## config.mk

```make
export PLATFORM = sky130hd
export DESIGN_NAME = page_xlat_buffer
export DESIGN_NICKNAME = d
export VERILOG_FILES = /design/src/rtl/xlat_pkg.sv /design/src/rtl/xlat_way_match.sv /design/src/rtl/xlat_victim_pick.sv /design/src/rtl/page_xlat_buffer.sv
export SDC_FILE = /design/constraint.sdc
export NUM_CORES = 1
export LEC_CHECK = 0
export ABC_AREA = 0
export BUFFER_PORTS_ARGS = -buffer_cell sky130_fd_sc_hd__buf_2
export CORE_UTILIZATION = 33
export DETAILED_ROUTE_END_ITERATION = 16
export GPL_TIMING_DRIVEN = 0
export SLEW_MARGIN = 10
export SYNTH_ARGS = -nofsm -noshare
export SYNTH_HDL_FRONTEND = slang
export SYNTH_SLANG_ARGS = --single-unit
```

## constraint.sdc

```tcl
create_clock -name clk -period 7.8 [get_ports clk]
set_input_delay 2.34 -clock clk [delete_from_list [all_inputs] [get_ports clk]]
set_output_delay 2.34 -clock clk [all_outputs]
set_load 0.03 [all_outputs]
```

## src/rtl/xlat_pkg.sv

```systemverilog
package xlat_pkg;
   typedef struct packed {
      logic sup;
      logic rd;
      logic wr;
   } xlat_perm_t;

   localparam int PERM_W = $bits(xlat_perm_t);
endpackage

```

## src/rtl/xlat_way_match.sv

```systemverilog
module xlat_way_match #(
   parameter int WAYS  = 4,
   parameter int TAG_W = 6
) (
   input  logic [WAYS-1:0]            vld_i,
   input  logic [WAYS-1:0][TAG_W-1:0] tags_i,
   input  logic [TAG_W-1:0]           tag_i,
   output logic [WAYS-1:0]            hits_o
);
   for (genvar w = 0; w < WAYS; w++) begin : g_cmp
      assign hits_o[w] = vld_i[w] && (tags_i[w] == tag_i);
   end
endmodule

```

## src/rtl/xlat_victim_pick.sv

```systemverilog
module xlat_victim_pick #(
   parameter int WAYS = 4,
   localparam int WB  = $clog2(WAYS)
) (
   input  logic [WAYS-1:0] vld_i,
   input  logic [WAYS-1:0] hits_i,
   input  logic [WB-1:0]   rr_i,
   output logic [WB-1:0]   way_o,
   output logic            evict_o
);
   logic [WB-1:0] hit_idx, free_idx;

   always_comb begin
      hit_idx  = '0;
      free_idx = '0;
      for (int w = WAYS - 1; w >= 0; w--) begin
         if (hits_i[w]) hit_idx = WB'(w);
         if (!vld_i[w]) free_idx = WB'(w);
      end
   end

   always_comb begin
      if (|hits_i) begin
         way_o   = hit_idx;
         evict_o = 1'b0;
      end else if (!(&vld_i)) begin
         way_o   = free_idx;
         evict_o = 1'b0;
      end else begin
         way_o   = rr_i;
         evict_o = 1'b1;
      end
   end
endmodule

```

## src/rtl/page_xlat_buffer.sv

```systemverilog
module page_xlat_buffer #(
   parameter int VPN_W    = 8,
   parameter int SET_BITS = 2,
   parameter int WAYS     = 4,
   parameter int PPN_W    = 6
) (
   input  logic                      clk,
   input  logic                      rst_n,
   input  logic                      flush_i,
   input  logic                      lk_valid_i,
   input  logic [VPN_W-1:0]          lk_vpn_i,
   output logic                      lk_hit_o,
   output logic                      lk_miss_o,
   output logic [PPN_W-1:0]          lk_ppn_o,
   output logic [xlat_pkg::PERM_W-1:0] lk_perm_o,
   input  logic                      fill_valid_i,
   input  logic [VPN_W-1:0]          fill_vpn_i,
   input  logic [PPN_W-1:0]          fill_ppn_i,
   input  logic [xlat_pkg::PERM_W-1:0] fill_perm_i
);
   import xlat_pkg::*;

   localparam int SETS  = 1 << SET_BITS;
   localparam int TAG_W = VPN_W - SET_BITS;
   localparam int WB    = $clog2(WAYS);

   if (WAYS < 2 || (WAYS & (WAYS - 1)) != 0) begin : g_bad_ways
      $error("WAYS must be a power of two of at least 2");
   end
   if (SET_BITS < 1 || SET_BITS >= VPN_W) begin : g_bad_sets
      $error("SET_BITS must leave at least one tag bit");
   end

   logic [SETS-1:0][WAYS-1:0]              vld_q;
   logic [SETS-1:0][WAYS-1:0][TAG_W-1:0]   tag_q;
   logic [SETS-1:0][WAYS-1:0][PPN_W-1:0]   ppn_q;
   logic [SETS-1:0][WAYS-1:0][PERM_W-1:0]  perm_q;
   logic [SETS-1:0][WB-1:0]                rr_q;

   // lookup path
   logic [SET_BITS-1:0] lk_set;
   logic [TAG_W-1:0]    lk_tag;
   logic [WAYS-1:0]     lk_hits;

   assign lk_set = lk_vpn_i[SET_BITS-1:0];
   assign lk_tag = lk_vpn_i[VPN_W-1:SET_BITS];

   xlat_way_match #(.WAYS(WAYS), .TAG_W(TAG_W)) u_lk_match (
      .vld_i (vld_q[lk_set]),
      .tags_i(tag_q[lk_set]),
      .tag_i (lk_tag),
      .hits_o(lk_hits)
   );

   always_comb begin
      lk_ppn_o  = '0;
      lk_perm_o = '0;
      for (int w = 0; w < WAYS; w++) begin
         if (lk_hits[w]) begin
            lk_ppn_o  = lk_ppn_o  | ppn_q[lk_set][w];
            lk_perm_o = lk_perm_o | perm_q[lk_set][w];
         end
      end
   end

   assign lk_hit_o  = lk_valid_i && (|lk_hits);
   assign lk_miss_o = lk_valid_i && !(|lk_hits);

   // fill path
   logic [SET_BITS-1:0] fl_set;
   logic [TAG_W-1:0]    fl_tag;
   logic [WAYS-1:0]     fl_hits;
   logic [WB-1:0]       fl_way;
   logic                fl_evict;
   logic                fl_go;

   assign fl_set = fill_vpn_i[SET_BITS-1:0];
   assign fl_tag = fill_vpn_i[VPN_W-1:SET_BITS];
   assign fl_go  = fill_valid_i && !flush_i;

   xlat_way_match #(.WAYS(WAYS), .TAG_W(TAG_W)) u_fl_match (
      .vld_i (vld_q[fl_set]),
      .tags_i(tag_q[fl_set]),
      .tag_i (fl_tag),
      .hits_o(fl_hits)
   );

   xlat_victim_pick #(.WAYS(WAYS)) u_victim (
      .vld_i  (vld_q[fl_set]),
      .hits_i (fl_hits),
      .rr_i   (rr_q[fl_set]),
      .way_o  (fl_way),
      .evict_o(fl_evict)
   );

   for (genvar s = 0; s < SETS; s++) begin : g_set
      logic wr_en;
      assign wr_en = fl_go && (fl_set == SET_BITS'(s));

      always_ff @(posedge clk or negedge rst_n) begin
         if (!rst_n) begin
            vld_q[s] <= '0;
            rr_q[s]  <= '0;
         end else if (flush_i) begin
            vld_q[s] <= '0;
         end else if (wr_en) begin
            vld_q[s][fl_way] <= 1'b1;
            if (fl_evict) rr_q[s] <= rr_q[s] + WB'(1);
         end
      end

      always_ff @(posedge clk) begin
         if (wr_en) begin
            tag_q[s][fl_way]  <= fl_tag;
            ppn_q[s][fl_way]  <= fill_ppn_i;
            perm_q[s][fl_way] <= fill_perm_i;
         end
      end
   end
endmodule

```

# Yosys cells after proc, flatten, opt, wreduce, memory -nomap -nowiden
# Index checks and enable logic that the tools add are counted.
# totals
elab_cells	176
register_bits	264
input_bits	30
# classes
bitwise	11
addsub	4
reduce_logical	30
order_cmp	4
n_eq_ne	11
mux	60
# op_table
cell	count
$bwmux 24	8
$bmux 24 s2	3
$mux 24	3
$bwmux 12	4
$eq 6x6->1	8
$mux 4	10
$mux 6	5
$bmux 12 s2	1
$mux 2	11
$or 6x6->6	3
$bmux 4 s2	2
$logic_and 1x1->1	16
$or 4x4->4	4
$mux 3	5
$demux 6 s2	1
$mux 12	1
$reduce_and 3->1	4
$lt 2x3->1 const B	3
$or 3x3->3	3
$add 2x1->2 const B	4
$reduce_bool 2->1	4
$reduce_or 4->1	2
$demux 3 s2	1
$bmux 2 s2	1
other kinds (9)	13

# Logic depth before layout (Yosys ltp)
# logic_depth
word_depth	16
ltp_mapped	11

# Modules after synthesis
# From an unflattened synthesis, not the netlist that was laid out.
# unflattened
cells_unflattened	597
area_unflattened_um2	11444.7
# by_module_without_submodules
mod	n_inst	area_per_inst_um2	seq_area_each_um2	cells_each
page_xlat_buffer	1	10782.8	7807.5	517
xlat_way_match	2	295.3	0.0	34
xlat_victim_pick	1	71.3	0.0	12

# Least setup slack after synthesis
# No wires, ideal clock.
# synth_timing
kind	input port to output port
start	in lk_vpn_i[0]
end	out lk_hit_o
path_buffers	2
cell_stages	7
arrival_ns	4.693
setup_slack_ns	0.767
path_cell_list	buf_2 -> buf_6 -> mux4_2 -> xor2_1 -> nor4_2 -> nor4b_1 -> nor2b_1
# synth_between
elab_chain_cells	6
word_cells_on_any_way	14
cone_classes	eq/ne: 4; mux: 4; reduce/logical: 6
# synth_rtl
element	line_no	text
start, declared	page_xlat_buffer.sv:11	input logic [VPN_W-1:0] lk_vpn_i,
$bmux 24 s2	page_xlat_buffer.sv:50	.tags_i(tag_q[lk_set]),
$mux 24 (implied by the code)	page_xlat_buffer.sv:50	
$eq 6x6->1	xlat_way_match.sv:11	assign hits_o[w] = vld_i[w] && (tags_i[w] == tag_i);
$logic_and 1x1->1	xlat_way_match.sv:11	
$reduce_or 4->1 *	page_xlat_buffer.sv:66	assign lk_hit_o = lk_valid_i && (|lk_hits);
$logic_and 1x1->1 *	page_xlat_buffer.sv:66	
end, declared	page_xlat_buffer.sv:12	output logic lk_hit_o,
# Mark *: on every way between the ends. The rest lies on a longest branch, timed or not. The select of a mux whose other input is x is not followed.

# Worst setup path after layout
# layout_timing
start	in lk_vpn_i[0]
end	out lk_ppn_o[3]
# layout_between
elab_chain_cells	11
word_cells_on_any_way	21
cone_classes	eq/ne: 4; mux: 10; bitwise: 3; reduce/logical: 4
# layout_rtl
element	line_no	text
$bmux 24 s2	page_xlat_buffer.sv:50	
$mux 24 (implied by the code)	page_xlat_buffer.sv:50	
$eq 6x6->1	xlat_way_match.sv:11	
$logic_and 1x1->1	xlat_way_match.sv:11	
$mux 6	page_xlat_buffer.sv:59	if (lk_hits[w]) begin
$or 6x6->6	page_xlat_buffer.sv:60	lk_ppn_o = lk_ppn_o | ppn_q[lk_set][w];
$mux 6	page_xlat_buffer.sv:59	
$or 6x6->6	page_xlat_buffer.sv:60	
$mux 6	page_xlat_buffer.sv:59	
$or 6x6->6	page_xlat_buffer.sv:60	
$mux 6 *	page_xlat_buffer.sv:59	
end, declared	page_xlat_buffer.sv:14	output logic [PPN_W-1:0] lk_ppn_o,
# Marks and branches as above.

==> flow_summary_export.csv <==
group,metric,value,unit
detailed_routing,via_per_inst,5.21,
timing,tightest_slew,0.833,ns
yosys,syn_area,11600,µm²
power_and_ir_drop,power_leakage,4.45,nW
global_routing,groute.usage.overall,0.157,
global_routing,antenna_found_initial,2,
detailed_routing,ant_nets,0,
clocking,cts_made_buffers,26,
layout,final_area,13500,µm²
detailed_routing,wl,27600,µm
placed_design,port_buffers,35,
detailed_routing,drt_iter0_markers,497,
worst_setup_path,r2r_cells,9,
placed_design,dpl.hpwl,18400,µm
floorplan,io_pins,41,
detailed_routing,via_count,6096,
worst_setup_path,worstPathArrival,5.26,ns
timing,setup_viol,0,
worst_setup_path,cpMostUsedCell,"buf_2",
power_and_ir_drop,p_per_area,220,nW/µm²
yosys,ys_ff_latch,264,
yosys,ys_types,43,
yosys,netlist_instances,610,
worst_setup_path,crit_chain,"buf_2, mux4_2, xnor2_1, nand4_1, or4_1, clkbuf_1, o21ai_0, a221o_1, buf_2",
layout,drive_above_1_share,0.304,
detailed_routing,wl_per_cell,23.6,µm
timing,finalCritPeriodShare,0.974,
timing,skew,0.0203,ns
layout,fin_cells,1170,
clocking,cts_max_path_buffers,3,
timing,fin_setup_tns,0,ns
worst_setup_path,critPathSlowestCell,"mux4_2",
clocking,htreeDepth,1,
worst_setup_path,endpoint_kind,"primary output",
run,cap_violations,0,
placed_design,placed_area,12600,µm²
worst_setup_path,crit_cells,9,
timing,relSlewSlack,0.443,
floorplan,coreArea,34500,µm²
floorplan,rows,68,
layout,fin_nets,724,
layout,nFillCells,3184,
detailed_routing,route.detailed.drc,0,
clocking,clk_latency,0.55,ns
yosys,ys_async_sr_fraction,0.0909,
yosys,syn_avg_cell_area,19.0,µm²
global_routing,grt_pass1_wl,41200,µm
power_and_ir_drop,vdd_drop_max,0.000168,V
yosys,synth-edff-count,240,
clocking,cts_tree,"yes",
hold_path,hold_depth,1,
yosys,syn-num-nets,640,
layout,postLayoutCoreUtil,0.392,
clocking,clock-sinks,264,
status,status,"completed",
clocking,clkSlewWorstSetupHoldPaths,0.06,ns
timing,rsz0062_at_grt,"false",
floorplan,die_h,189,µm
global_routing,overflow,0,
worst_setup_path,critPathKind,"in -> out",
detailed_routing,drtPass1Iterations,4,
yosys,ys_warn_count,0,
placed_design,dp_cells,1116,
timing,slew_violations,0,
worst_setup_path,cp_max_fo,10,
worst_setup_path,cpLargestDelayFamily,"buffers and inverters",
floorplan,die_w,189,µm
timing,period_needed,7.60,ns
global_routing,grt_pass1_vias,6330,
global_routing,grt_max_degree,25,
worst_setup_path,crit_buf_inv,3,
floorplan,die_area,35900,µm²
worst_setup_path,crit_required,5.46,ns
floorplan,start_util,0.336,
yosys,synth-main-ff-cell,"edfxtp_1",
yosys,yosysSeqAreaShare,0.673,
placed_design,gp_congestion,0.837,
clocking,root_buffer,"clkbuf_16",
worst_setup_path,cp_slowest_stage_delay,0.57,ns
timing,finalHoldViolCount,0,
worst_setup_path,startpoint_type,"input port",
layout,area_growth,16.8,%
hold_path,hold_class,"reg -> reg",
timing,max_freq,0.132,GHz
[cell families after synthesis]
family	after synthesis	share of synthesized area
compound gates	53	0.0355
buf+inv	65	0.0282
xor+xnor	56	0.0423
flops	264	0.673
mux	101	0.187
simple gates	71	0.0335
[power breakdown]
| part | leakage (nW) | internal, mW | switching, mW |
|---|---|---|---|
| clock | 0.406 | 0.713 | 0.524 |
| sequential | 2.47 | 1.55 | 0.00359 |
| combinational | 1.57 | 0.0773 | 0.112 |
[placed cells by master (no fill, tap or decap), types with 6 or more instances in the layout]
cell type	instances
clkinv_1	9
mux2i_1	12
clkbuf_16	26
buf_6	6
mux4_2	77
clkbuf_1	17
nor3_1	6
edfxtp_1	240
mux4_1	12
buf_2	47
xor2_1	14
inv_1	30
xnor2_1	42
nor2_2	13
buf_8	13
buf_4	6
nand2_1	18
o22ai_1	13
o21ai_0	10
dfrtp_1	24
a221o_1	9
nand4_1	6
nor4_1	6
[timing repair]
action                                  in CTS  in global routing
buffers inserted                             0                  5
hold buffers                                 0                  0
resized for setup                            2                  3
pin swaps                                    0                  2
endpoints found under the setup margin       5                  5
cloned                                       0                  0
[metrics by stage]
stage / hold slack (ns) / setup WS [ns] / power, mW
final: 0.464 / 0.204 / 2.98
after floorplan: 0.436 / 0.767 / 1.70
after CTS: 0.464 / 0.0329 / 3.01
after global routing: 0.487 / 0.0189 / 3.08
after global placement: 0.453 / -0.275 / 1.77
after detailed placement: 0.452 / -0.0844 / 1.78
[path summary, 6_finish.rpt]
kind | start | end | slack, ns
max | lk_vpn_i[0] | lk_ppn_o[3] | 0.20
min | rr_q[5]$_DFFE_PN0P_ | rr_q[5]$_DFFE_PN0P_ | 0.46
max reg2reg | tag_q[63]$_DFFE_PP_ | ppn_q[49]$_DFFE_PP_ | 4.62
min reg2reg | rr_q[5]$_DFFE_PN0P_ | rr_q[5]$_DFFE_PN0P_ | 0.46
max in group asynchronous | rst_n | vld_q[3]$_DFFE_PN0P_ | 5.62
min in group asynchronous | rst_n | rr_q[0]$_DFFE_PN0P_ | 1.80
[Yosys cell counts, drive strengths merged, types with 7 or more instances]
cell type	count	area share
a21oi	7	0.0030
a221o	9	0.0078
buf	20	0.013
clkbuf	15	0.0050
dfrtp	24	0.052
edfxtp	240	0.62
inv	30	0.0097
mux2i	12	0.010
mux4	89	0.18
nand2	18	0.0058
nor2	17	0.0055
nor4	8	0.0054
o21ai	11	0.0047
o22ai	17	0.011
xnor2	42	0.032
xor2	14	0.011
[state kept, by name, indices dropped and copies added, names as in the netlist]
name    cells
tag_q      96
ppn_q      96
rr_q        8
vld_q      16
perm_q     48
[worst register-to-register path, stage by stage, from the launching register on]
cell and delay, ns:
edfxtp_1 0.39, mux2i_1 0.26, mux2i_1 0.22, a21oi_1 0.06, o211ai_1 0.34, nor3_1 0.14
or4_1 0.52, buf_2 0.20, a21oi_2 0.49, buf_6 0.26
[layer usage]
layer | GRT usage | vias to the layer above | wire [µm]
li1 | - | 2656 | -
met1 | 0.214 | 3201 | 12000
met2 | 0.260 | 192 | 13500
met3 | 0.0254 | 45 | 1360
met4 | 0.0425 | 2 | 769
met5 | 0 | - | 12
[final cells by class]
cell class	instances	area (µm²)	area share
Antenna cell	1	2.50	0.000185
Buffer	35	216	0.0160
Clock buffer	31	669	0.0494
Clock inverter	17	176	0.0130
Inverter	30	113	0.00831
Multi-Input combinational cell	281	3520	0.260
Sequential cell	264	7810	0.576
Tap cell	455	569	0.0420
Timing Repair Buffer	56	467	0.0345
(Power assumes the default switching activity.)
